===== src/rtl/shmem_pkg.sv =====
package shmem_pkg;

    localparam int TM_W = 8;

    typedef enum logic [2:0] {
        ST_IDLE,
        ST_READ,
        ST_WSETUP,
        ST_WPULSE,
        ST_WHOLD,
        ST_RECOVER
    } seq_state_e;

    typedef enum logic {
        RGN_SRAM  = 1'b0,
        RGN_FLASH = 1'b1
    } region_e;

    typedef struct packed {
        logic [TM_W-1:0] rd;
        logic [TM_W-1:0] su;
        logic [TM_W-1:0] wp;
        logic [TM_W-1:0] hd;
        logic [TM_W-1:0] rec;
    } timing_t;

endpackage


===== src/rtl/shmem_region_decode.sv =====
module shmem_region_decode
    import shmem_pkg::*;
#(
    parameter int HOST_AW = 20,
    parameter int MEM_AW  = 19,
    parameter int SRAM_AW = 17
) (
    input  logic [HOST_AW-1:0] host_addr,
    output region_e            region,
    output logic [MEM_AW-1:0]  mem_addr
);

    localparam int SEL_BIT = HOST_AW - 1;

    logic [MEM_AW-1:0] sram_addr;

    always_comb begin
        sram_addr                = '0;
        sram_addr[SRAM_AW-1:0]   = host_addr[SRAM_AW-1:0];
        region                   = host_addr[SEL_BIT] ? RGN_FLASH : RGN_SRAM;
        mem_addr                 = (region == RGN_FLASH) ? host_addr[MEM_AW-1:0] : sram_addr;
    end

endmodule


===== src/rtl/shmem_timing_sel.sv =====
module shmem_timing_sel
    import shmem_pkg::*;
#(
    parameter int S_RD  = 5,
    parameter int S_SU  = 1,
    parameter int S_WP  = 4,
    parameter int S_HD  = 1,
    parameter int S_REC = 1,
    parameter int F_RD  = 24,
    parameter int F_SU  = 1,
    parameter int F_WP  = 10,
    parameter int F_HD  = 2,
    parameter int F_REC = 11
) (
    input  region_e region,
    output timing_t tm
);

    localparam timing_t SRAM_TM = '{
        rd:  TM_W'(S_RD),
        su:  TM_W'(S_SU),
        wp:  TM_W'(S_WP),
        hd:  TM_W'(S_HD),
        rec: TM_W'(S_REC)
    };

    localparam timing_t FLASH_TM = '{
        rd:  TM_W'(F_RD),
        su:  TM_W'(F_SU),
        wp:  TM_W'(F_WP),
        hd:  TM_W'(F_HD),
        rec: TM_W'(F_REC)
    };

    always_comb begin
        tm = (region == RGN_FLASH) ? FLASH_TM : SRAM_TM;
    end

endmodule


===== src/rtl/shmem_lane_we.sv =====
module shmem_lane_we
    import shmem_pkg::*;
#(
    parameter int LANES = 4
) (
    input  logic             strobe,
    input  region_e          region,
    input  logic [LANES-1:0] be,
    output logic [LANES-1:0] sram_we_n,
    output logic [LANES-1:0] flash_we_n
);

    logic hit_sram;
    logic hit_flash;

    assign hit_sram  = strobe && (region == RGN_SRAM);
    assign hit_flash = strobe && (region == RGN_FLASH);

    for (genvar g = 0; g < LANES; g++) begin : g_lane
        assign sram_we_n[g]  = !(hit_sram  && be[g]);
        assign flash_we_n[g] = !(hit_flash && be[g]);
    end

endmodule


===== src/rtl/shmem_ctrl.sv =====
module shmem_ctrl
    import shmem_pkg::*;
#(
    parameter int LANES   = 4,
    parameter int HOST_AW = 20,
    parameter int MEM_AW  = 19,
    parameter int SRAM_AW = 17,
    parameter int S_RD    = 5,
    parameter int S_SU    = 1,
    parameter int S_WP    = 4,
    parameter int S_HD    = 1,
    parameter int S_REC   = 1,
    parameter int F_RD    = 24,
    parameter int F_SU    = 1,
    parameter int F_WP    = 10,
    parameter int F_HD    = 2,
    parameter int F_REC   = 11
) (
    input  logic                 clk,
    input  logic                 rst_n,
    input  logic                 req_valid,
    output logic                 req_ready,
    input  logic                 req_write,
    input  logic [HOST_AW-1:0]   req_addr,
    input  logic [LANES*8-1:0]   req_wdata,
    input  logic [LANES-1:0]     req_be,
    output logic                 rd_valid,
    output logic [LANES*8-1:0]   rd_data,
    output logic [MEM_AW-1:0]    mem_addr,
    output logic [LANES*8-1:0]   mem_dq_out,
    input  logic [LANES*8-1:0]   mem_dq_in,
    output logic                 mem_dq_oe,
    output logic                 sram_cs_n,
    output logic                 flash_cs_n,
    output logic                 mem_oe_n,
    output logic [LANES-1:0]     sram_we_n,
    output logic [LANES-1:0]     flash_we_n
);

    localparam int DATA_W = LANES * 8;

    typedef struct packed {
        seq_state_e         state;
        region_e            region;
        logic [MEM_AW-1:0]  addr;
        logic [DATA_W-1:0]  wdata;
        logic [LANES-1:0]   be;
        logic [TM_W-1:0]    cnt;
        logic               sram_cs_n;
        logic               flash_cs_n;
        logic               oe_n;
        logic               dq_oe;
        logic               strobe;
        logic [DATA_W-1:0]  rd_data;
        logic               rd_valid;
    } seq_regs_t;

    localparam seq_regs_t RESET_REGS = '{
        state:      ST_IDLE,
        region:     RGN_SRAM,
        addr:       '0,
        wdata:      '0,
        be:         '0,
        cnt:        '0,
        sram_cs_n:  1'b1,
        flash_cs_n: 1'b1,
        oe_n:       1'b1,
        dq_oe:      1'b0,
        strobe:     1'b0,
        rd_data:    '0,
        rd_valid:   1'b0
    };

    seq_regs_t r_d;
    seq_regs_t r_q;

    region_e            dec_region;
    logic [MEM_AW-1:0]  dec_addr;
    timing_t            req_tm;
    timing_t            cur_tm;

    // Address decode of the incoming request
    shmem_region_decode #(
        .HOST_AW (HOST_AW),
        .MEM_AW  (MEM_AW),
        .SRAM_AW (SRAM_AW)
    ) i_decode (
        .host_addr (req_addr),
        .region    (dec_region),
        .mem_addr  (dec_addr)
    );

    // Counts for the request being accepted
    shmem_timing_sel #(
        .S_RD (S_RD), .S_SU (S_SU), .S_WP (S_WP), .S_HD (S_HD), .S_REC (S_REC),
        .F_RD (F_RD), .F_SU (F_SU), .F_WP (F_WP), .F_HD (F_HD), .F_REC (F_REC)
    ) i_tm_req (
        .region (dec_region),
        .tm     (req_tm)
    );

    // Counts for the access in progress
    shmem_timing_sel #(
        .S_RD (S_RD), .S_SU (S_SU), .S_WP (S_WP), .S_HD (S_HD), .S_REC (S_REC),
        .F_RD (F_RD), .F_SU (F_SU), .F_WP (F_WP), .F_HD (F_HD), .F_REC (F_REC)
    ) i_tm_cur (
        .region (r_q.region),
        .tm     (cur_tm)
    );

    shmem_lane_we #(
        .LANES (LANES)
    ) i_lanes (
        .strobe     (r_q.strobe),
        .region     (r_q.region),
        .be         (r_q.be),
        .sram_we_n  (sram_we_n),
        .flash_we_n (flash_we_n)
    );

    always_comb begin
        r_d          = r_q;
        r_d.rd_valid = 1'b0;
        case (r_q.state)
            ST_IDLE: begin
                if (req_valid) begin
                    r_d.region     = dec_region;
                    r_d.addr       = dec_addr;
                    r_d.wdata      = req_wdata;
                    r_d.be         = req_be;
                    r_d.sram_cs_n  = (dec_region != RGN_SRAM);
                    r_d.flash_cs_n = (dec_region != RGN_FLASH);
                    if (req_write) begin
                        r_d.state = ST_WSETUP;
                        r_d.dq_oe = 1'b1;
                        r_d.cnt   = req_tm.su - 1'b1;
                    end else begin
                        r_d.state = ST_READ;
                        r_d.oe_n  = 1'b0;
                        r_d.cnt   = req_tm.rd - 1'b1;
                    end
                end
            end
            ST_READ: begin
                if (r_q.cnt == '0) begin
                    r_d.rd_data    = mem_dq_in;
                    r_d.rd_valid   = 1'b1;
                    r_d.oe_n       = 1'b1;
                    r_d.sram_cs_n  = 1'b1;
                    r_d.flash_cs_n = 1'b1;
                    r_d.state      = ST_RECOVER;
                    r_d.cnt        = cur_tm.rec - 1'b1;
                end else begin
                    r_d.cnt = r_q.cnt - 1'b1;
                end
            end
            ST_WSETUP: begin
                if (r_q.cnt == '0) begin
                    r_d.strobe = 1'b1;
                    r_d.state  = ST_WPULSE;
                    r_d.cnt    = cur_tm.wp - 1'b1;
                end else begin
                    r_d.cnt = r_q.cnt - 1'b1;
                end
            end
            ST_WPULSE: begin
                if (r_q.cnt == '0) begin
                    r_d.strobe = 1'b0;
                    r_d.state  = ST_WHOLD;
                    r_d.cnt    = cur_tm.hd - 1'b1;
                end else begin
                    r_d.cnt = r_q.cnt - 1'b1;
                end
            end
            ST_WHOLD: begin
                if (r_q.cnt == '0) begin
                    r_d.sram_cs_n  = 1'b1;
                    r_d.flash_cs_n = 1'b1;
                    r_d.dq_oe      = 1'b0;
                    r_d.state      = ST_RECOVER;
                    r_d.cnt        = cur_tm.rec - 1'b1;
                end else begin
                    r_d.cnt = r_q.cnt - 1'b1;
                end
            end
            ST_RECOVER: begin
                if (r_q.cnt == '0) begin
                    r_d.state = ST_IDLE;
                end else begin
                    r_d.cnt = r_q.cnt - 1'b1;
                end
            end
            default: begin
                r_d = RESET_REGS;
            end
        endcase
    end

    always_ff @(posedge clk or negedge rst_n) begin
        if (!rst_n) begin
            r_q <= RESET_REGS;
        end else begin
            r_q <= r_d;
        end
    end

    assign req_ready  = (r_q.state == ST_IDLE);
    assign rd_valid   = r_q.rd_valid;
    assign rd_data    = r_q.rd_data;
    assign mem_addr   = r_q.addr;
    assign mem_dq_out = r_q.wdata;
    assign mem_dq_oe  = r_q.dq_oe;
    assign sram_cs_n  = r_q.sram_cs_n;
    assign flash_cs_n = r_q.flash_cs_n;
    assign mem_oe_n   = r_q.oe_n;

endmodule


===== config.mk =====
export PLATFORM = sky130hd
export DESIGN_NAME = shmem_ctrl
export DESIGN_NICKNAME = d
export VERILOG_FILES = /design/src/rtl/shmem_pkg.sv /design/src/rtl/shmem_region_decode.sv /design/src/rtl/shmem_timing_sel.sv /design/src/rtl/shmem_lane_we.sv /design/src/rtl/shmem_ctrl.sv
export SDC_FILE = /design/constraint.sdc
export NUM_CORES = 1
export LEC_CHECK = 0
export BUFFER_PORTS_ARGS = -buffer_cell sky130_fd_sc_hd__buf_2
export CORE_AREA = 2 2 123 125
export DETAILED_ROUTE_END_ITERATION = 12
export DIE_AREA = 0 0 125 127
export GPL_TIMING_DRIVEN = 0
export PLACE_DENSITY = 0.76
export SLEW_MARGIN = 5
export SYNTH_ARGS = -nofsm -noshare
export SYNTH_HDL_FRONTEND = slang
export SYNTH_HIERARCHICAL = 1
export SYNTH_SLANG_ARGS = --single-unit

===== constraint.sdc =====
create_clock -name clk -period 2.15 [get_ports clk]
set_input_delay 0.215 -clock clk [delete_from_list [all_inputs] [get_ports clk]]
set_output_delay 0.215 -clock clk [all_outputs]
set_load 0.1 [all_outputs]

==> impl_metrics.env <==
export IMPL_timing_fmax_mhz=470
export IMPL_wire_per_inst_um=14.2
export IMPL_synth_area_per_cell_um2=8.25
export IMPL_drv_cap=0
export IMPL_vias_per_cell=4.98
export IMPL_grt_max_degree=54
export IMPL_drt_iter0_markers=419
export IMPL_worstMarginPinSlew_ns=0.698
export IMPL_grt_pass1_wl_mm=27.3
export IMPL_fp_row_count=44
export IMPL_crit_fanout=5
export IMPL_die_area_um2=15900
export IMPL_die_x_um=125
export IMPL_dr_pass1_iters=5
export IMPL_first_global_vias=5503
export IMPL_path_cells="buf_6 -> buf_6 -> or4_4 -> a21o_1 -> o21ai_0 -> a211oi_1 -> o221a_2 -> o21ai_0"
export IMPL_hpwl_mm=12.6
export IMPL_grtUsageTotal=0.210
export IMPL_netlist_instances=791
export IMPL_end_kind="flop"
export IMPL_fin_crit_ns=2.13
export IMPL_cts_path_max_buffers=2
export IMPL_status="complete, no violations"
export IMPL_critical_path_required_ns=2.43
export IMPL_cts_root_buf="clkbuf_16"
export IMPL_drv_slew=0
export IMPL_worst_setup_path_start_kind="flop"
export IMPL_clock_latency_ns=0.35
export IMPL_start_util=0.453
export IMPL_rsz0062_at_grt="true"
export IMPL_antenna_found_initial=0
export IMPL_synthesis_area_um2=6530
export IMPL_slew_headroom=0.535
export IMPL_wl_mm=17.1
export IMPL_cp_slowest_cell="or4_4"
export IMPL_area_delta_synth_final_pct=29.0
export IMPL_vias=5987
export IMPL_cts_reportedPaths_clkPinSlew_ns=0.08
export IMPL_drcViolationCount=0
export IMPL_die_h_um=127
export IMPL_num_antenna_cells=0
export IMPL_nets=1111
export IMPL_yosysWarningCount=6
export IMPL_io_pins=189
export IMPL_grt_overflow_total=0
export IMPL_numPortBuffers=170
export IMPL_antenna_left=0
export IMPL_htree_levels=3
export IMPL_max_stage_delay_ns=0.53
export IMPL_hold_class="input port to flop"
export IMPL_cts_tree="done"
export IMPL_critPathArrivalTime_ns=2.41
export IMPL_finalHoldViolCount=0
export IMPL_drive_above_1_share=0.411
export IMPL_finalWeightedCongestion=0.909
export IMPL_setup_viol=0
export IMPL_setup_tns_final_ns=0
export IMPL_crit_type="flop to flop"
export IMPL_numCtsBuffers=9
export IMPL_core_area_um2=14400
export IMPL_clock_sinks=105
export IMPL_utilization=0.584
export IMPL_fin_crit_sh=0.990
export IMPL_clock_skew_ns=0.00779
==> metrics by stage <==
step | std cells | hold slack, ns | setup slack [ns] | cell area [um^2]
after global routing | 1203 | 0.0637 | -0.0185 | 8420
after CTS | 1195 | 0.0453 | -0.0430 | 8190
final | 1203 | 0.0562 | 0.0211 | 8420
after floorplan | 816 | -0.0806 | 0.0479 | 6620
after detailed placement | 1171 | 0.304 | -0.468 | 7730
after global placement | 1170 | 0.419 | -0.445 | 7700
==> placed cells by master, fill, tap and decap left out, types with 3 or more instances in the layout <==
cell,count
a21oi_1,5
a22oi_1,5
a31oi_1,5
and2_1,3
buf_1,3
buf_2,175
buf_4,158
buf_6,4
clkbuf_1,12
clkbuf_16,9
clkbuf_2,13
clkinvlp_4,3
conb_1,29
dfrtp_1,100
dfstp_2,3
inv_1,12
inv_2,3
mux2_2,4
mux2i_1,8
nand2_1,193
nand2b_1,3
nand3_1,7
nand3b_1,6
nor2_1,17
nor3_1,16
nor3b_1,5
nor4_1,4
o211ai_1,5
o21a_1,3
o21ai_0,104
o21ai_1,3
o22ai_1,3
o31a_1,5
or3_1,7
or4_4,4
xnor2_1,13
xor2_1,6
==> cell type report <==
class / count / area [um^2]
Fill cell: 1302 / 6000
Buffer: 179 / 1270
Clock inverter: 6 / 73.8
Sequential cell: 105 / 2630
Clock buffer: 10 / 229
Multi-Input combinational cell: 511 / 2860
Tap cell: 184 / 230
Timing Repair Buffer: 190 / 1040
Inverter: 18 / 76.3
==> what timing repair did <==
| action | in CTS | in global routing |
|---|---|---|
| hold buffers | 1 | 0 |
| pin swaps | 4 | 19 |
| gates resized for setup | 23 | 63 |
| endpoints found under the hold margin | 50 | 0 |
| setup endpoints to repair | 89 | 81 |
| buffers inserted | 8 | 10 |
==> critical path, delay by kind of cell (launching register included) <==
family                 cells  cell delay [ns]
buffers and inverters      2             0.27
AOI/OAI and AO/OA          5             0.84
DFF                        1             0.44
and+or+nand+nor            1             0.53
==> path summary, 6_finish.rpt <==
path | start | endpoint | slack [ns] | depth (start not counted)
max | r_q[101] | r_q[41] | 0.02 | 8
min | mem_dq_in[12] | rd_data[12] | 0.06 | 3
max reg2reg | r_q[101] | r_q[41] | 0.02 | 8
min reg2reg | mem_dq_out[29] | mem_dq_out[29] | 0.48 | 2
max in group asynchronous | rst_n | mem_oe_n | 0.97 | 3
min in group asynchronous | rst_n | mem_addr[4] | 0.44 | 2
==> registers in the layout, summed over array words and instances, names as in the netlist <==
register,flops
mem_addr,19
rd_valid,1
mem_dq_out,32
rd_data,32
mem_dq_oe,1
mem_oe_n,1
sram_cs_n,1
r_q,17
flash_cs_n,1
==> routing by layer <==
layer  up-vias  track usage  wire, um  part of all wire
met5         -            0         0                 0
met4         0       0.0523       345             0.020
met3        29       0.0335      1050             0.061
met2       229        0.367      8400              0.49
met1      2798        0.275      7290              0.43
li1       2931            -         -                 -
Power is left out: the tool's default activity adds up to more than one toggle a clock period on the data nets, which glitch-free logic cannot reach.
